`config.mk`:
```
export PLATFORM = sky130hd
export DESIGN_NAME = flash_erase_seq
export DESIGN_NICKNAME = d
export VERILOG_FILES = /design/src/rtl/fes_pkg.sv /design/src/rtl/fes_sck_gen.sv /design/src/rtl/fes_byte_shifter.sv /design/src/rtl/fes_ctrl.sv /design/src/rtl/flash_erase_seq.sv
export SDC_FILE = /design/constraint.sdc
export NUM_CORES = 1
export LEC_CHECK = 0
export CAP_MARGIN = 20
export CORE_MARGIN = 4
export CORE_UTILIZATION = 45
export DETAILED_ROUTE_END_ITERATION = 7
export PLACE_DENSITY = 0.62
export SLEW_MARGIN = 20
export SYNTH_ARGS = -nofsm -noshare
export SYNTH_HDL_FRONTEND = slang
export SYNTH_SLANG_ARGS = --single-unit
```
`constraint.sdc`:
```
create_clock -name clk -period 2.3 [get_ports clk]
set_clock_uncertainty 0.15 [all_clocks]
set_input_delay 0.23 -clock clk [delete_from_list [all_inputs] [get_ports clk]]
set_output_delay 0.23 -clock clk [all_outputs]
set_load 0.05 [all_outputs]
```
`src/rtl/fes_pkg.sv`:
```
package fes_pkg;

    localparam logic [7:0] OP_WR_ENABLE = 8'h06;
    localparam logic [7:0] OP_RD_STATUS = 8'h05;
    localparam logic [7:0] OP_DUMMY     = 8'h00;

    typedef enum logic [2:0] {
        S_IDLE,
        S_PRE_GAP,
        S_WREN,
        S_GAP_WE,
        S_ERASE,
        S_GAP_ER,
        S_RDCMD,
        S_POLL
    } seq_state_t;

endpackage

```
`src/rtl/fes_sck_gen.sv`:
```
module fes_sck_gen #(
    parameter int HALF_DIV = 2
) (
    input  logic clk,
    input  logic rst_n,
    input  logic en_i,
    output logic tick_o
);
    localparam int CW = (HALF_DIV < 2) ? 1 : $clog2(HALF_DIV);
    localparam logic [CW-1:0] LAST = CW'(HALF_DIV - 1);

    logic [CW-1:0] cnt_q;

    always_ff @(posedge clk or negedge rst_n) begin
        if (!rst_n) begin
            cnt_q <= '0;
        end else if (!en_i || cnt_q == LAST) begin
            cnt_q <= '0;
        end else begin
            cnt_q <= cnt_q + 1'b1;
        end
    end

    assign tick_o = en_i && (cnt_q == LAST);

endmodule

```
`src/rtl/fes_byte_shifter.sv`:
```
module fes_byte_shifter (
    input  logic       clk,
    input  logic       rst_n,
    input  logic       tick_i,
    input  logic       load_i,
    input  logic [7:0] tx_i,
    input  logic       miso_i,
    output logic       active_o,
    output logic       sck_o,
    output logic       mosi_o,
    output logic       done_o,
    output logic       last_bit_o
);
    logic       active_q;
    logic       sck_q;
    logic [7:0] sh_q;
    logic [2:0] bit_q;
    logic       done_q;
    logic       smp_q;

    always_ff @(posedge clk or negedge rst_n) begin
        if (!rst_n) begin
            active_q <= 1'b0;
            sck_q    <= 1'b0;
            sh_q     <= '0;
            bit_q    <= '0;
            done_q   <= 1'b0;
            smp_q    <= 1'b0;
        end else begin
            done_q <= 1'b0;
            if (load_i) begin
                active_q <= 1'b1;
                sck_q    <= 1'b0;
                sh_q     <= tx_i;
                bit_q    <= '0;
            end else if (active_q && tick_i) begin
                if (!sck_q) begin
                    sck_q <= 1'b1;
                    smp_q <= miso_i;
                end else begin
                    sck_q <= 1'b0;
                    if (bit_q == 3'd7) begin
                        active_q <= 1'b0;
                        done_q   <= 1'b1;
                    end else begin
                        bit_q <= bit_q + 1'b1;
                        sh_q  <= {sh_q[6:0], 1'b0};
                    end
                end
            end
        end
    end

    assign active_o   = active_q;
    assign sck_o      = sck_q;
    assign mosi_o     = sh_q[7];
    assign done_o     = done_q;
    assign last_bit_o = smp_q;

endmodule

```
`src/rtl/fes_ctrl.sv`:
```
module fes_ctrl
    import fes_pkg::*;
#(
    parameter logic [7:0] ERASE_OP    = 8'hC7,
    parameter int         CE_HIGH_CYC = 4,
    parameter int         MAX_POLL    = 1000
) (
    input  logic       clk,
    input  logic       rst_n,
    input  logic       start_i,
    input  logic       byte_done_i,
    input  logic       busy_bit_i,
    output logic       load_o,
    output logic [7:0] tx_o,
    output logic       ce_n_o,
    output logic       busy_o,
    output logic       done_o,
    output logic       err_o
);
    localparam int GW = $clog2(CE_HIGH_CYC + 1);
    localparam int PW = $clog2(MAX_POLL + 1);
    localparam logic [GW-1:0] GAP_LAST  = GW'(CE_HIGH_CYC - 1);
    localparam logic [PW-1:0] POLL_LAST = PW'(MAX_POLL - 1);

    seq_state_t    state_q, nxt;
    logic [GW-1:0] gap_q;
    logic [PW-1:0] poll_q;
    logic          gap_done;
    logic          in_gap;
    logic          finish_ok;
    logic          finish_to;
    logic          ce_n_q, done_q, err_q;

    assign in_gap   = (state_q == S_PRE_GAP) || (state_q == S_GAP_WE) ||
                      (state_q == S_GAP_ER);
    assign gap_done = in_gap && (gap_q == GAP_LAST);

    // next-state and byte-launch logic
    always_comb begin
        nxt       = state_q;
        load_o    = 1'b0;
        tx_o      = OP_DUMMY;
        finish_ok = 1'b0;
        finish_to = 1'b0;
        unique case (state_q)
            S_IDLE: if (start_i) nxt = S_PRE_GAP;
            S_PRE_GAP: if (gap_done) begin
                nxt    = S_WREN;
                load_o = 1'b1;
                tx_o   = OP_WR_ENABLE;
            end
            S_WREN: if (byte_done_i) nxt = S_GAP_WE;
            S_GAP_WE: if (gap_done) begin
                nxt    = S_ERASE;
                load_o = 1'b1;
                tx_o   = ERASE_OP;
            end
            S_ERASE: if (byte_done_i) nxt = S_GAP_ER;
            S_GAP_ER: if (gap_done) begin
                nxt    = S_RDCMD;
                load_o = 1'b1;
                tx_o   = OP_RD_STATUS;
            end
            S_RDCMD: if (byte_done_i) begin
                nxt    = S_POLL;
                load_o = 1'b1;
            end
            S_POLL: if (byte_done_i) begin
                if (!busy_bit_i) begin
                    nxt       = S_IDLE;
                    finish_ok = 1'b1;
                end else if (poll_q == POLL_LAST) begin
                    nxt       = S_IDLE;
                    finish_to = 1'b1;
                end else begin
                    load_o = 1'b1;
                end
            end
            default: nxt = S_IDLE;
        endcase
    end

    // state register with gap and poll counters
    always_ff @(posedge clk or negedge rst_n) begin
        if (!rst_n) begin
            state_q <= S_IDLE;
            gap_q   <= '0;
            poll_q  <= '0;
        end else begin
            state_q <= nxt;
            if (in_gap && nxt == state_q) gap_q <= gap_q + 1'b1;
            else                          gap_q <= '0;
            if (state_q == S_RDCMD)                  poll_q <= '0;
            else if (state_q == S_POLL && byte_done_i) poll_q <= poll_q + 1'b1;
        end
    end

    // registered outputs, decoded from the next state
    always_ff @(posedge clk or negedge rst_n) begin
        if (!rst_n) begin
            ce_n_q <= 1'b1;
            done_q <= 1'b0;
            err_q  <= 1'b0;
        end else begin
            ce_n_q <= !((nxt == S_WREN) || (nxt == S_ERASE) ||
                        (nxt == S_RDCMD) || (nxt == S_POLL));
            done_q <= finish_ok;
            if (state_q == S_IDLE && start_i) err_q <= 1'b0;
            else if (finish_to)               err_q <= 1'b1;
        end
    end

    assign ce_n_o = ce_n_q;
    assign busy_o = (state_q != S_IDLE);
    assign done_o = done_q;
    assign err_o  = err_q;

endmodule

```
`src/rtl/flash_erase_seq.sv`:
```
module flash_erase_seq #(
    parameter logic [7:0] ERASE_OP    = 8'hC7,
    parameter int         HALF_DIV    = 2,
    parameter int         CE_HIGH_CYC = 4,
    parameter int         MAX_POLL    = 1000
) (
    input  logic clk,
    input  logic rst_n,
    input  logic start_i,
    input  logic miso_i,
    output logic ce_n_o,
    output logic sck_o,
    output logic mosi_o,
    output logic busy_o,
    output logic done_o,
    output logic err_o
);
    logic       tick;
    logic       active;
    logic       load;
    logic [7:0] tx;
    logic       byte_done;
    logic       busy_bit;

    fes_sck_gen #(.HALF_DIV(HALF_DIV)) sck_gen_i (
        .clk    (clk),
        .rst_n  (rst_n),
        .en_i   (active),
        .tick_o (tick)
    );

    fes_byte_shifter shifter_i (
        .clk        (clk),
        .rst_n      (rst_n),
        .tick_i     (tick),
        .load_i     (load),
        .tx_i       (tx),
        .miso_i     (miso_i),
        .active_o   (active),
        .sck_o      (sck_o),
        .mosi_o     (mosi_o),
        .done_o     (byte_done),
        .last_bit_o (busy_bit)
    );

    fes_ctrl #(
        .ERASE_OP    (ERASE_OP),
        .CE_HIGH_CYC (CE_HIGH_CYC),
        .MAX_POLL    (MAX_POLL)
    ) ctrl_i (
        .clk         (clk),
        .rst_n       (rst_n),
        .start_i     (start_i),
        .byte_done_i (byte_done),
        .busy_bit_i  (busy_bit),
        .load_o      (load),
        .tx_o        (tx),
        .ce_n_o      (ce_n_o),
        .busy_o      (busy_o),
        .done_o      (done_o),
        .err_o       (err_o)
    );

endmodule

```
==> Yosys cells after proc, flatten, opt, wreduce, memory -nomap -nowiden <==
Index checks and enable logic that the tools add are counted.
{ "word_totals": {"ff_bits": 35, "in_bits": 4, "output_inout_bits": 6, "word_cells": 113} }
{ "classes": {"add_sub_neg": 4, "n_eq_ne": 16, "muxes": 53, "bitwise": 2, "reduce_logical": 25} }
{ "op_table": {"columns": ["operator", "n"], "rows": [
  ["2-to-1 mux 3 bit", 17],
  ["2-to-1 mux 8 bit", 5],
  ["2-to-1 mux 1 bit", 26],
  ["equality test 3 bit, second input constant", 8],
  ["one-hot mux 3 bit (8 select lines)", 1],
  ["one-hot mux 8 bit (3 select lines)", 1],
  ["2-to-1 mux 10 bit", 2],
  ["equality test 3 x 2 -> 1 bit, second input constant", 4],
  ["adder 10 x 1 -> 10 bit, second input constant", 1],
  ["equality test 10 bit, second input constant", 1],
  ["nonzero test 2 bit", 5],
  ["AND reduction 3 bit", 3],
  ["adder 3 x 1 -> 3 bit, second input constant", 2],
  ["logical AND 1 bit", 6],
  ["logical OR 1 bit", 6],
  ["equality test 3 x 1 -> 1 bit, second input constant", 1],
  ["equality test 3 bit", 1],
  ["logical NOT 3 bit", 1],
  ["one-hot mux 1 bit (3 select lines)", 1],
  ["nonzero test 3 bit", 1],
  ["OR reduction 3 bit", 1],
  ["logical NOT 1 bit", 2],
  ["inequality test 2 x 1 -> 1 bit, second input constant", 1],
  ["NOT 1 bit", 2],
  ["adder 1 bit, second input constant", 1]
]} }

==> Longest topological paths before layout <==
Gate-level depths: netlist of the first run.
{ "logic_depth": {"depth_word": 11, "depth_mapped": 7} }

==> Hierarchy <==
A second synthesis of the first run with hierarchy kept.
{ "unflattened": {"cells_unflattened": 169, "area_unflattened_um2": 1849.3} }
{ "modules_own_cells": {"columns": ["module", "n_inst", "cells_per_inst", "area_each_um2", "seq_area_each_um2"], "rows": [
  ["fes_ctrl", 1, 114, 1047.3, 476.7],
  ["fes_byte_shifter", 1, 52, 760.7, 375.4],
  ["fes_sck_gen", 1, 3, 41.3, 25.0]
]} }

==> Worst setup path before layout of the first run <==
Ideal clock, no wire load.
{ "synth_timing": {"path_kind": "reg2reg", "startpoint": "register shifter_i.bit_q[0]", "endpoint": "register shifter_i.sh_q[7]", "setup_ps": 126, "arrival_time_ps": 1591, "t_required_ps": 2024, "setup_slack_ps": 433, "path_stages_with_launch": 8, "path_buffers": 1, "period_less_slack_ps": 1867, "cell_sequence": "dfrtp_1 ha_1 ha_1 nand4b_1 clkbuf_1 o221ai_1 a21oi_1 o32a_1"} }
{ "synth_between": {"elab_chain_cells": 3} }
{ "synth_rtl": {"columns": ["item", "line", "rtl"], "rows": [
  ["from (decl)", "fes_byte_shifter.sv:17", "logic [2:0] bit_q;"],
  ["from (signal assigned)", "fes_byte_shifter.sv:46", "bit_q <= bit_q + 1'b1;"],
  ["equality test 3 bit", "fes_byte_shifter.sv:42", "if (bit_q == 3'd7) begin"],
  ["inequality test 2 x 1 -> 1 bit (no line)", null, null],
  ["AND reduction 3 bit (no line)", null, null],
  ["to (signal assigned)", "fes_byte_shifter.sv:34", "sh_q <= tx_i;"],
  ["to (signal assigned)", "fes_byte_shifter.sv:47", "sh_q <= {sh_q[6:0], 1'b0};"],
  ["to (decl)", "fes_byte_shifter.sv:16", "logic [7:0] sh_q;"]
]} }
No other way between the ends.
A chain may end at the register's enable or synchronous reset.

==> Worst setup path after layout of the first run <==
{ "layout_timing": {"startpoint": "register ctrl_i.state_q[1]", "endpoint": "register shifter_i.sh_q[6]"} }
{ "layout_between": {"elab_chain_cells": 8, "elab_cells_between_ends": 18, "cone_classes": "6 x eq/ne; 5 x mux; 7 x reduce/logical"} }
{ "layout_rtl": {"columns": ["item", "line", "rtl"], "rows": [
  ["from (decl)", "fes_ctrl.sv:25", "seq_state_t state_q, nxt;"],
  ["from (signal assigned)", "fes_ctrl.sv:90", "state_q <= nxt;"],
  ["equality test 3 x 1 -> 1 bit / equality test 3 x 2 -> 1 bit (equally long branches)", "fes_ctrl.sv:34, fes_ctrl.sv:45", null],
  ["logical OR 1 bit (2 in a row)", "fes_ctrl.sv:34", "assign in_gap = (state_q == S_PRE_GAP) || (state_q == S_GAP_WE) ||"],
  ["logical AND 1 bit", "fes_ctrl.sv:36", "assign gap_done = in_gap && (gap_q == GAP_LAST);"],
  ["2-to-1 mux 1 bit", "fes_ctrl.sv:47, fes_ctrl.sv:53, fes_ctrl.sv:59", null],
  ["one-hot mux 1 bit (3 select lines)", "fes_ctrl.sv:45", "unique case (state_q)"],
  ["inequality test 2 x 1 -> 1 bit (no line) / nonzero test 2 bit (equally long branches)", null, null],
  ["AND reduction 3 bit (no line)", null, null]
]} }
Parallel ways exist; a longest one is shown, timed or not.

==> results of run 1 <==
## final cells by class
cell class                      instances  area, um2
Fill cell                             327       1650
Sequential cell                        35        877
Multi-Input combinational cell        122        785
Timing Repair Buffer                   18        160
Clock buffer                            6       82.6
Tap cell                               48       60.1
Clock inverter                          2       35.0
Inverter                                4       15.0
## critical path, delay by kind of cell (launching register included)
kind | cells | cell delay [ns]
flops | 1 | 0.54
simple gates | 2 | 0.62
compound gates | 2 | 0.43
buf+inv | 1 | 0.21
## metal layers
metal / global-route usage (%) / up-vias
met4: 7.66 / 0
met5: 0 / -
met2: 25.1 / 31
met3: 4.35 / 10
met1: 20.5 / 630
li1: - / 637
## cells in the final DEF (no fill, tap or decap), types with 5 or more instances in the layout
cell type / instances
sky130_fd_sc_hd__dfrtp_1: 34
sky130_fd_sc_hd__nand2_1: 23
sky130_fd_sc_hd__nor2_1: 19
sky130_fd_sc_hd__a21oi_1: 11
sky130_fd_sc_hd__buf_4: 9
sky130_fd_sc_hd__clkdlybuf4s50_1: 8
sky130_fd_sc_hd__xor2_1: 7
sky130_fd_sc_hd__clkbuf_8: 6
sky130_fd_sc_hd__nand4_1: 5
sky130_fd_sc_hd__ha_1: 5
## metrics by stage
| step | cell area, um2 | power (W) | setup WS [ns] | utilization, % | hold WS, ns |
|---|---|---|---|---|---|
| 2_1_floorplan | 1710 | 0.000630 | 0.433 | - | -0.216 |
| 3_3_place_gp | 1890 | 0.000649 | 0.355 | 51.7 | 0.272 |
| 3_5_place_dp | 1890 | 0.000650 | 0.312 | 51.7 | 0.284 |
| 4_1_cts | 2010 | 0.00122 | 0.0818 | 55.0 | 0.211 |
| 5_1_grt | 2010 | 0.00125 | 0.142 | 55.0 | 0.259 |
| 6_report | 2010 | 0.00120 | 0.291 | 55.0 | 0.203 |
## power groups by stage
stage / registers (W) / clock network (W) / logic (W)
6_report: 0.000617 / 0.000567 / 0.0000198
5_1_grt: 0.000617 / 0.000610 / 0.0000231
4_1_cts: 0.000617 / 0.000583 / 0.0000209
3_5_place_dp: 0.000629 / 0 / 0.0000207
3_3_place_gp: 0.000629 / 0 / 0.0000204
2_1_floorplan: 0.000629 / 0 / 0.00000122
## logic make-up (layout without fill, tap and decap cells)
kind of cell / Yosys count / in the layout
xor+xnor: 10 / 10
simple gates: 72 / 72
buf+inv: 10 / 30
flops: 35 / 35
compound gates: 31 / 31
mux: 4 / 4
fa+ha+maj: 5 / 5
## state kept, by name, indices dropped and copies added, names as in the netlist, 3 cells and up
| signal | count |
|---|---|
| ctrl_i.poll_q | 10 |
| shifter_i.sh_q | 8 |
| ctrl_i.gap_q | 3 |
| ctrl_i.state_q | 3 |
| shifter_i.bit_q | 3 |
## repair_timing
item | 4_1_cts | 5_1_grt
setup endpoints to repair | 0 | 1
buffers inserted | 0 | 0
gates resized for setup | 0 | 1
## path summary, 6_finish.rpt
| kind | to | startpoint | depth (start not counted) | slack [ns] |
|---|---|---|---|---|
| max | shifter_i.sh_q[6] | ctrl_i.state_q[1] | 5 | 0.29 |
| min | ctrl_i.state_q[0] | rst_n | 2 | 0.20 |
| max reg2reg | shifter_i.sh_q[6] | ctrl_i.state_q[1] | 5 | 0.29 |
| min reg2reg | ctrl_i.gap_q[0] | ctrl_i.gap_q[0] | 1 | 0.29 |
| max in group asynchronous | ctrl_i.ce_n_o | rst_n | 2 | 1.46 |
| min in group clk | ctrl_i.gap_q[0] | ctrl_i.gap_q[0] | 1 | 0.29 |
==> metrics list, run 1 <==
- The initialized floorplan defines 22 standard-cell rows.
- Global routing finished with a remaining overflow of 0.
* Adder-cell share of the synthesized area: 3.66%
* Highest attainable clock frequency: between 400 and 500 MHz
- Area delta synth->final: 17.8%
- The number of global-route vias before repair came to 1321.
- Of all flip-flops after synthesis, the portion carrying an async set or reset was 100%.
* Data required time at the worst endpoint: 2.38 ns
- Routability-driven placement finished with a final weighted congestion of 0.828.
* DRC marker count from the first detailed-route iteration: 104
* Slew at the pin with the worst max-slew slack: 0.509 ns
- Relative slew slack: 66.0%
* Cell variety after synth: between 40 and 50
- The initial antenna violation count is 0.
- After clock tree synthesis, the clock-pin slew on the worst setup and hold paths is about 0.07 ns.
* Fraction of the mapped netlist area in simple logic gates: 22.0%
- The die covers around 4900 um2.
* Synthesized flop and latch total: 35
- Setup TNS: 0 ns
- Total internal power: 0.000973 W
- Detailed routing placed a total of 146 um of wire on met3.
- At the end of the flow, the number of nets in the layout was about 200.
- Yosys warning count: 0
- Library cell with the highest instance count after synthesis: sky130_fd_sc_hd__dfrtp_1
- Seq/Total Area, Yosys: 51.3%
- Non-Filler Instances: 235
- Net Sw Frac: between 10% and 20%
- DRT Pass-1 Iters: 4
- Combinational cell fraction of total power: 1.6%
* Die outline height: 69.7 um
* Compound-cell area share of the yosys netlist: between 10% and 20%
* Insertion delay of the later-clocked pin in the worst-skew pair: 0.29 ns
- Initial Utilization: 46.7%
* Detail Placement HPWL: between 2000 and 2500 um
* Maximum number of pins on one net before global-route repair: 36
* CTS Root Buffer Type: sky130_fd_sc_hd__clkbuf_8
- The tree built by TritonCTS fans out to 35 sinks.
- Via count: 1308
- Summing the areas of all xor and xnor instances in the mapped netlist gives 5.12% of the synthesized area.
* CTS tree: built
- After synthesis, the largest family of logic cells by area is simple AND/OR/NAND/NOR gates.
- The setup path with the least slack is of type flip-flop to flip-flop.
- The clock tree synthesis step divided the H-tree into 2 levels.
* Top layer reached by signal wires: met4
- Cell taking the most area after synthesis: sky130_fd_sc_hd__dfrtp_1
* Syn Inst Count: 167
* Number of violations of the max-capacitance limit: 0
- Predominant post-synthesis flop cell: sky130_fd_sc_hd__dfrtp_1
* Number of nets in the synthesized netlist: about 180
* Kind of end point of the critical path: flip-flop
- Ranked by total cell area, the synthesized netlist is headed by sky130_fd_sc_hd__dfrtp_1, sky130_fd_sc_hd__nand2_1, sky130_fd_sc_hd__nor2_1.
- Of all nets on the critical path, the largest fanout is 12.
* Crit path DAT: 2.08 ns
- Cell breakdown of the critical path: and4_1 > nand2_1 > o211ai_2 > buf_4 > o32a_1
* Worst supply voltage drop on vdd: 0.332 mV
* Crit start category: flip-flop
* Final-report setup violation count: 0
- Result of the run: finished, final reports clean
- All-Layer GR Usage: 16.0%
* Number of antenna diodes: 0
- TritonCTS created 5 clock buffers.
- Post-placement cell count: 227
* Leak Pwr: 0.892 nW
- Post-Syn Area: 1710 um2
* Wire length on met2: 1670 um
- Post-synth EDFFs: 0
* Share of layout cells above drive strength 1: 12.8%
- Per report_power, the sequential group accounts for 51.2% of the total.
- The clock period could shrink to 2.01 ns.
* Floorplan core area: 3660 um2
* Net switching power: 0.000231 W
* Die Span X: 69.7 um
* Max-slew violation total from the final report: 0
- The count of endpoints failing hold in the final timing report was 0.
- Of the total power, the clock network draws 47.1%.
* Most numerous cell types in the synthesized netlist: sky130_fd_sc_hd__dfrtp_1, sky130_fd_sc_hd__nand2_1, sky130_fd_sc_hd__nor2_1
* Portion of synthesized cell area occupied by the leading cell type: 49.7%
* Post-cts hold buffer count: 0
* Final routed wirelength across all metal layers: 3440 um
- For this design, the slowest cell found on the critical path is sky130_fd_sc_hd__dfrtp_1.
- Maximum clock insertion buffer count: 2
* Portion of netlist area occupied by mux cells: 2.49%
* Crit path largest cell delay: 0.54 ns
- After layout, the worst path uses 87.3% of the clock period.
- During I/O placement, the number of pins put on the boundary was 10.
- A synthesized cell averages 10.2 um2.
- Drc violations: 0
- Number of antenna-violating nets in the routed design: 0
- Power density over the cells: 598 nW/um2
- In this run the worst hold path is classified as input port to asynchronous set/reset pin.
* Global-route wire length before repair: 6180 um
- Unrepaired setup endpoints after global routing: false
- Count of input and output buffers: 9
* Sum of routed wire segments on met1: around 1600 um
- Using the TritonRoute via totals, the vias-per-cell ratio works out to 5.57.
- After detailed routing, the average wire length per cell comes to 14.7 um.
(Power assumes the default switching activity.)
==> run 2, diff against run 1 <==
--- a/config.mk
+++ b/config.mk
@@ -5,7 +5,6 @@
 export SDC_FILE = /design/constraint.sdc
 export NUM_CORES = 1
 export LEC_CHECK = 0
-export CAP_MARGIN = 20
 export CORE_MARGIN = 4
 export CORE_UTILIZATION = 45
 export DETAILED_ROUTE_END_ITERATION = 7
==> results of run 2 <==
Final layout, timing and power as in run 1 (identical DEF).
